**src/rtl/rxq_pkg.sv**
```systemverilog
package rxq_pkg;

    // One held character with the tags fixed at capture time
    typedef struct packed {
        logic [9:0] code;
        logic       special;
        logic       viol;
        logic       comma;
        logic       framed;   // captured after the hunt ended (or is the ending comma)
        logic       byp;      // captured in bypass mode
        logic       byp_rf;   // captured in bypass mode with frame_req high
    } rxq_char_t;

    function automatic logic [9:0] rxq_out_code(rxq_char_t c);
        return c.byp ? c.code : {2'b00, c.code[7:0]};
    endfunction

    function automatic logic rxq_out_special(rxq_char_t c);
        return c.byp ? 1'b0 : c.special;
    endfunction

    // Strobe decision for a held character once its successor is known
    function automatic logic rxq_pulse(rxq_char_t c, logic next_is_comma);
        if (c.byp_rf)
            return c.comma;
        return c.framed && !(c.comma && next_is_comma);
    endfunction

    function automatic int rxq_low_ticks(int ticks, int pct);
        int t;
        t = (ticks * pct) / 100;
        if (t < 1) t = 1;
        if (t >= ticks) t = ticks - 1;
        if (t < 1) t = 1;
        return t;
    endfunction

endpackage

```
**src/rtl/rxq_capture.sv**
```systemverilog
module rxq_capture
    import rxq_pkg::*;
(
    input  logic            clk,
    input  logic            rst,
    input  logic            in_valid,
    input  logic [9:0]      in_code,
    input  logic            in_special,
    input  logic            in_viol,
    input  logic            in_comma,
    input  logic            frame_req,
    input  logic            bypass,
    output rxq_char_t       held,
    output logic            held_valid,
    output logic            hunting
);

    logic      rf_q;
    logic      rf_rise;
    rxq_char_t cur;

    assign rf_rise = frame_req && !rf_q;

    always_comb begin
        cur.code    = in_code;
        cur.special = in_special;
        cur.viol    = in_viol;
        cur.comma   = in_comma;
        cur.framed  = in_comma || !(hunting || rf_rise);
        cur.byp     = bypass;
        cur.byp_rf  = bypass && frame_req;
    end

    always_ff @(posedge clk) begin
        if (rst) begin
            rf_q       <= 1'b0;
            hunting    <= 1'b1;
            held_valid <= 1'b0;
            held       <= '0;
        end else begin
            rf_q <= frame_req;
            if (in_valid && in_comma)
                hunting <= 1'b0;
            else if (rf_rise)
                hunting <= 1'b1;
            if (in_valid) begin
                held       <= cur;
                held_valid <= 1'b1;
            end
        end
    end

    // a comma always ends the hunt
    assert_comma_ends_hunt_R7: assert property (@(posedge clk) disable iff (rst)
        (in_valid && in_comma) |=> !hunting);

    // a rising framing request without a comma starts a hunt
    assert_rise_starts_hunt_R8: assert property (@(posedge clk) disable iff (rst)
        (rf_rise && !(in_valid && in_comma)) |=> hunting);

endmodule

```
**src/rtl/rxq_release.sv**
```systemverilog
module rxq_release
    import rxq_pkg::*;
(
    input  logic            clk,
    input  logic            rst,
    input  rxq_char_t       held,
    input  logic            held_valid,
    input  logic            in_valid,
    input  logic            in_comma,
    output logic [9:0]      q_data,
    output logic            q_special,
    output logic            q_viol,
    output logic            fire
);

    logic rel;

    assign rel  = in_valid && held_valid;
    assign fire = rel && rxq_pulse(held, in_comma);

    always_ff @(posedge clk) begin
        if (rst) begin
            q_data    <= '0;
            q_special <= 1'b0;
            q_viol    <= 1'b0;
        end else if (rel) begin
            q_data    <= rxq_out_code(held);
            q_special <= rxq_out_special(held);
            q_viol    <= held.viol;
        end
    end

    // outputs hold when nothing is released
    assert_hold_outputs_R2: assert property (@(posedge clk) disable iff (rst)
        !rel |=> ($stable(q_data) && $stable(q_viol) && $stable(q_special)));

    // comma followed by comma outside bypass-framing gives no strobe
    assert_fill_quiet_R4: assert property (@(posedge clk) disable iff (rst)
        (rel && held.comma && in_comma && !held.byp_rf) |-> !fire);

    // in bypass with framing request only commas fire
    assert_bypass_comma_R9: assert property (@(posedge clk) disable iff (rst)
        (rel && held.byp_rf) |-> (fire == held.comma));

endmodule

```
**src/rtl/rxq_strobe.sv**
```systemverilog
module rxq_strobe #(
    parameter int LOW_TICKS = 3
) (
    input  logic clk,
    input  logic rst,
    input  logic fire,
    output logic rdy_n
);

    localparam int CW = $clog2(LOW_TICKS + 1);
    localparam logic [CW-1:0] LOAD = CW'(LOW_TICKS - 1);

    logic [CW-1:0] cnt;

    always_ff @(posedge clk) begin
        if (rst) begin
            rdy_n <= 1'b1;
            cnt   <= '0;
        end else if (fire) begin
            rdy_n <= 1'b0;
            cnt   <= LOAD;
        end else if (cnt != '0) begin
            cnt   <= cnt - 1'b1;
        end else begin
            rdy_n <= 1'b1;
        end
    end

    // a fire request lowers the strobe on the next cycle
    assert_fire_lowers_R6: assert property (@(posedge clk) disable iff (rst)
        fire |=> !rdy_n);

    // an exhausted low phase ends on the next cycle
    assert_low_ends_R6: assert property (@(posedge clk) disable iff (rst)
        (!rdy_n && cnt == '0 && !fire) |=> rdy_n);

endmodule

```
**src/rtl/rx_byte_qualifier.sv**
```systemverilog
module rx_byte_qualifier
    import rxq_pkg::*;
#(
    parameter int TICKS_PER_CHAR = 5,
    parameter int LOW_PCT        = 60
) (
    input  logic       clk,
    input  logic       rst,
    input  logic       in_valid,
    input  logic [9:0] in_code,
    input  logic       in_special,
    input  logic       in_viol,
    input  logic       in_comma,
    input  logic       frame_req,
    input  logic       bypass,
    output logic [9:0] q_data,
    output logic       q_special,
    output logic       q_viol,
    output logic       rdy_n
);

    localparam int LOW_TICKS = rxq_low_ticks(TICKS_PER_CHAR, LOW_PCT);

    rxq_char_t held;
    logic      held_valid;
    logic      hunting;
    logic      fire;

    rxq_capture u_capture (
        .clk        (clk),
        .rst        (rst),
        .in_valid   (in_valid),
        .in_code    (in_code),
        .in_special (in_special),
        .in_viol    (in_viol),
        .in_comma   (in_comma),
        .frame_req  (frame_req),
        .bypass     (bypass),
        .held       (held),
        .held_valid (held_valid),
        .hunting    (hunting)
    );

    rxq_release u_release (
        .clk        (clk),
        .rst        (rst),
        .held       (held),
        .held_valid (held_valid),
        .in_valid   (in_valid),
        .in_comma   (in_comma),
        .q_data     (q_data),
        .q_special  (q_special),
        .q_viol     (q_viol),
        .fire       (fire)
    );

    rxq_strobe #(.LOW_TICKS(LOW_TICKS)) u_strobe (
        .clk   (clk),
        .rst   (rst),
        .fire  (fire),
        .rdy_n (rdy_n)
    );

    // a strobe never starts for a character captured during a hunt
    assert_no_strobe_hunting_R7: assert property (@(posedge clk) disable iff (rst)
        (fire && !held.byp_rf) |-> held.framed);

    // idle after reset until something is released
    assert_idle_before_first_R1: assert property (@(posedge clk) disable iff (rst)
        !held_valid |-> (rdy_n && q_data == '0));

endmodule

```
**config.mk**
```make
export PLATFORM = sky130hd
export DESIGN_NAME = rx_byte_qualifier
export DESIGN_NICKNAME = d
export VERILOG_FILES = /design/src/rtl/rxq_pkg.sv /design/src/rtl/rxq_capture.sv /design/src/rtl/rxq_release.sv /design/src/rtl/rxq_strobe.sv /design/src/rtl/rx_byte_qualifier.sv
export SDC_FILE = /design/constraint.sdc
export NUM_CORES = 1
export LEC_CHECK = 0
export CELL_PAD_IN_SITES_DETAIL_PLACEMENT = 0
export CELL_PAD_IN_SITES_GLOBAL_PLACEMENT = 1
export CORE_ASPECT_RATIO = 1.25
export CORE_MARGIN = 4
export CORE_UTILIZATION = 35
export CTS_CLUSTER_DIAMETER = 200
export DETAILED_ROUTE_END_ITERATION = 8
export HOLD_SLACK_MARGIN = 0.12
export PLACE_DENSITY = 0.87
export SYNTH_ARGS = -nofsm -noshare
export SYNTH_HDL_FRONTEND = slang
export SYNTH_SLANG_ARGS = --single-unit
```
**constraint.sdc**
```tcl
create_clock -name clk -period 1.2 [get_ports clk]
set_input_delay 0.24 -clock clk [delete_from_list [all_inputs] [get_ports clk]]
set_output_delay 0.24 -clock clk [all_outputs]
set_load 0.01 [all_outputs]
```
Word-level counts from Yosys, hierarchy flattened
Index checks and enable logic that the tools add are counted.
Word-level totals
  register bits: 34
  output and inout bits: 13
  logic and storage cells: 45
  input bits: 18
Cells by class
  $add $sub $neg: 1
  mux-type cells: 11
  equal/unequal tests: 1
  reduce and logical (&&, ||, !) cells: 16
Operators with widths (count)
  10-bit 2-to-1 mux: 1
  1-bit 2-to-1 mux: 8
  1-bit logical AND: 7
  2-bit nonzero test: 3
  2-bit 2-to-1 mux: 2
  1-bit zero test: 3
  1-bit logical OR: 2
  2-bit != test, second input constant: 1
  2-bit OR reduction: 1
  2-bit by 1-bit subtractor with 2-bit output, second input constant: 1

Longest topological paths before layout
  word-level depth: 6
  depth in mapped cells: 4
  gate-level depth less buffers: 3

Hierarchy
Synthesis repeated with hierarchy kept, for this count alone.
Second synthesis, totals
  cell total of the unflattened synthesis: 130
  area total of the unflattened synthesis: 1229.9 um^2
By module, submodules not included
  rxq_capture: times used 1, cells an instance 64, sequential area each 380.4 um^2, area each 674.4 um^2
  rxq_release: times used 1, cells an instance 57, sequential area each 240.2 um^2, area each 460.4 um^2
  rxq_strobe: times used 1, cells an instance 9, sequential area each 60.1 um^2, area each 95.1 um^2

Worst setup path after synthesis
No wires, ideal clock.
  path kind: register to register
  start point: register u_capture.held_valid
  end point: register u_strobe.rdy_n
  clock period less this slack: 0.946 ns
  path slack: 0.254 ns
  setup time: 0.116 ns
  path buffers: 0
  stages on the path, launching flop included: 4
  required time: 1.084 ns
  arrival: 0.831 ns
  cell sequence: dfxtp_1 > and2_2 > nand4b_1 > a31o_1
On the way
  word-level cells in the longest chain between the ends: 3
  elaborated cells on any way between the ends: 4
  classes of those cells: eq/ne: 1; mux: 1; reduce/logical: 2
Ends and longest elaborated chain
  start, declared: line rxq_capture.sv:14  | output logic held_valid,
  start signal, assigned: line rxq_capture.sv:38  | held_valid <= 1'b0;
  start signal, assigned: line rxq_capture.sv:48  | held_valid <= 1'b1;
  1-bit logical AND *: line rxq_release.sv:18  | assign rel = in_valid && held_valid;
  1-bit logical AND *: line rxq_release.sv:19  | assign fire = rel && rxq_pulse(held, in_comma);
  2-bit != test (no source line) / 1-bit 2-to-1 mux (equally long branches)
  end signal, assigned: line rxq_strobe.sv:17  | rdy_n <= 1'b1;
  end signal, assigned: line rxq_strobe.sv:20  | rdy_n <= 1'b0;
  end signal, assigned: line rxq_strobe.sv:25  | rdy_n <= 1'b1;
  end, declared: line rxq_strobe.sv:7  | output logic rdy_n
Every way passes the cells marked *; elsewhere a longest branch is shown, timed or not.
A chain may end at the register's enable or synchronous reset.

Worst setup path after layout
  start point: input in_valid
  end point: register u_strobe.rdy_n
On the way
  word-level cells in the longest chain between the ends: 3
  elaborated cells on any way between the ends: 4
  classes of those cells: eq/ne: 1; mux: 1; reduce/logical: 2
Ends and longest elaborated chain
  start, declared: line rx_byte_qualifier.sv:9  | input logic in_valid,
  1-bit logical AND *: line rxq_release.sv:18
  1-bit logical AND *: line rxq_release.sv:19
  2-bit != test (no source line) / 1-bit 2-to-1 mux (equally long branches)
Marks and branches as above.

==> out/qor.yml <==
layout:
  fill_cells: 330
  final_cell_mix: "34 x dfxtp_1, 26 x nand2_1, 17 x clkdlybuf4s50_1, 16 x nor2_1, 14 x a21oi_1"
  final_core_util_pct: 51.4
  final_cell_area_sq_um: 1690
  drive_gt1_share_pct: 11.0
  synthToLayoutAreaGrowth_pct: 38.6
  multi_input_area_sq_um: 484
  seq_area_sq_um: 681
  final_common_cell: "dfxtp_1"
  nets: 189
  n_antenna_cell: 0
power_and_ir_drop:
  swShare_pct: 22.3
  peakVddDrop_mv: 1.01
  powerDensity_nw_per_um2: 1350
  leakagePower_nw: 0.741
  combPwrFrac_pct: 9.6
  p_switching_w: 0.000507
  p_seq_share_pct: 52.8
  p_clk_share_pct: 37.6
  internal_power_w: 0.00176
worst_setup_path:
  path_class: "input port to flop"
  worstSetupEndpointType: "flop"
  rrSetupSlack_ns: 0.17
  startpoint: "in_valid"
  cp_slowest_cell: "clkdlybuf4s50_1"
  arrival_ns: 1.33
  start_kind: "input port"
  cp.required_ns: 1.38
  path_cells: "clkdlybuf4s50_1 -> and2_2 -> nand4b_1 -> a31o_1"
  path_max_fanout: 4
  r2r_end: "u_strobe.rdy_n"
  slowest_delay_ns: 0.51
  r2r_cells: 3
  r2r_start: "u_capture.held_valid"
logic_synthesis:
  ys_seq_area_share_pct: 56.0
  syn_area_per_cell_sq_um: 9.28
  ys_top_cells_by_area: "dfxtp_1 56%, mux2i_1 11%, nand2_1 8.0%, a21oi_1 5.8%, nor2_1 4.9%"
  synth_fp_nets: 149
  yosysTopAreaCellShare_pct: 56.0
  synthDistinctLibCells: 22
  synthCells: 131
  yosys.area.top_type: "dfxtp_1"
  syn_area_sq_um: 1220
  yosysWarnings: 0
  synth_seq_cells: 34
global_routing:
  antenna_found_initial: 0
  grt_max_degree: 23
  grt_pass1_vias: 965
  grt-ovfl-total: 0
  grt_pass1_wl_mm: 4.19
  grt.total_usage_pct: 12.7
drt:
  viasPerCell: 4.79
  route.vias.total: 1002
  route.detailed.drc: 0
  drtAntennaViolNets: 0
  routedWlPerCell_um: 12.0
  first_pass_iters: 4
  drt_iter0_drc: 13
  routed_wl_mm: 2.51
floorplan:
  die_area_sq_um: 4490
  initial_core_util_pct: 37.1
  rows: 23
  ios: 31
  coreArea_sq_um: 3280
  die_y_um: 73.9
  die_w_um: 60.7
timing:
  holdWs_ns: 0.455
  max_freq_ghz: 0.866
  rsz0062_at_grt: "true"
  period_minus_slack_ns: 1.16
  slew_headroom_pct: 82.9
  setup_violations: 0
  final.period_utilization_pct: 96.3
  clock_skew_ns: 0.00170
  worstMarginPinSlew_ns: 0.256
  hold_violations: 0
  final_max_slew_viol_count: 0
cts:
  clkSinkCount: 34
  clk_pin_slew_ns: 0.07
  clkLatencyLatePin_ns: 0.28
  cts_root_buf: "clkbuf_8"
  post_cts_buffers: 0
  htreeDepth: 2
  cts_hold_buffers: 0
  cts_tree: "built"
  clk_path_buf_depth: 2
  cts_made_buffers: 5
  cts_resized: 13
run_status:
  status: "complete, no violations"
min_path:
  min_path_cells: 2
  hp-start: "u_capture.held[13]"
  hp-class: "flop to flop"
  hold_end: "u_release.q_data[7]"
job:
  maxCapViolations: 0
placed_design:
  placed_area_sq_um: 1610
  portBuffers: 30
  hpwlAfterDp_mm: 1.86
  gp_congestion: 0.735
## Yosys cell counts, drive strengths merged
| master | n |
|---|---|
| dfxtp | 34 |
| nand4b | 1 |
| nand3b | 1 |
| a31o | 1 |
| a31oi | 1 |
| nor2 | 16 |
| clkbuf | 1 |
| nor2b | 3 |
| a21oi | 14 |
| nand2b | 2 |
| nand2 | 26 |
| and4 | 1 |
| inv | 1 |
| o21ai | 2 |
| buf | 7 |
| and2 | 1 |
| o211a | 1 |
| o21bai | 1 |
| nand3 | 4 |
| mux2i | 13 |
## through the flow
step / total power [W] / cells / worst slack, ns / setup TNS [ns]
after detailed placement: 0.00145 / 201 / -0.238 / -4.55
after global routing: 0.00238 / 209 / -0.00131 / -0.00131
final: 0.00227 / 209 / 0.0450 / 0
after CTS: 0.00231 / 209 / 0.0404 / 0
after floorplan: 0.00133 / 131 / 0.254 / 0
after global placement: 0.00144 / 201 / -0.192 / -3.89
## critical path: cells and delay by family
family | cells | cell delay (ns)
buffers and inverters | 1 | 0.51
AND/OR/NAND/NOR | 2 | 0.34
AO/OA/AOI/OAI | 1 | 0.24
## power groups by stage
stage	sequential [W]	clock, W	combinational, W
floorplan	0.00122	0	0.000108
global route	0.00120	0.000940	0.000240
detailed placement	0.00123	0	0.000226
global placement	0.00122	0	0.000221
finish	0.00120	0.000853	0.000219
CTS	0.00120	0.000886	0.000222
## cell type report
| class | count | area share (%) |
|---|---|---|
| flip-flops and latches | 34 | 40.4 |
| well taps | 37 | 2.75 |
| clock buffers | 7 | 5.12 |
| clock inverters | 1 | 0.297 |
| repair buffers | 41 | 22.5 |
| multi-input cells | 88 | 28.7 |
| inverters | 1 | 0.223 |
## sequential cells by signal, summed over array words and instances, names as in the netlist
register,flops
u_capture.held,16
u_capture.held_valid,1
u_capture.hunting,1
u_capture.rf_q,1
u_release.q_data,10
u_release.q_special,1
u_release.q_viol,1
u_strobe.cnt,2
u_strobe.rdy_n,1
## worst max path at each step
stage,to,cells after the start
2_1_floorplan,u_strobe.rdy_n,3
3_3_place_gp,u_strobe.rdy_n,4
3_5_place_dp,u_strobe.rdy_n,4
4_1_cts,q_data[0],1
5_1_grt,u_release.q_data[2],6
6_report,u_strobe.rdy_n,4
## metal layers
| layer | part of all wire (%) | global-route usage (%) | wire length (um) | vias to the layer above |
|---|---|---|---|---|
| met5 | 0 | 0 | 0 | - |
| met4 | 2.3 | 7.23 | 59 | 0 |
| met3 | 7.7 | 6.33 | 193 | 7 |
| met2 | 48 | 20.1 | 1220 | 25 |
| met1 | 42 | 13.5 | 1040 | 457 |
| li1 | - | - | - | 513 |
## cells by family (layout without fill, tap and decap cells)
kind of cell	after synthesis	after routing	share of synthesized area (%)
AOI/OAI and AO/OA	20	20	9.26
buffers and inverters	9	50	4.22
DFF	34	34	56.0
muxes	13	13	10.7
and+or+nand+nor	55	55	19.9
Note: power is estimated with default switching activity, not from simulation.
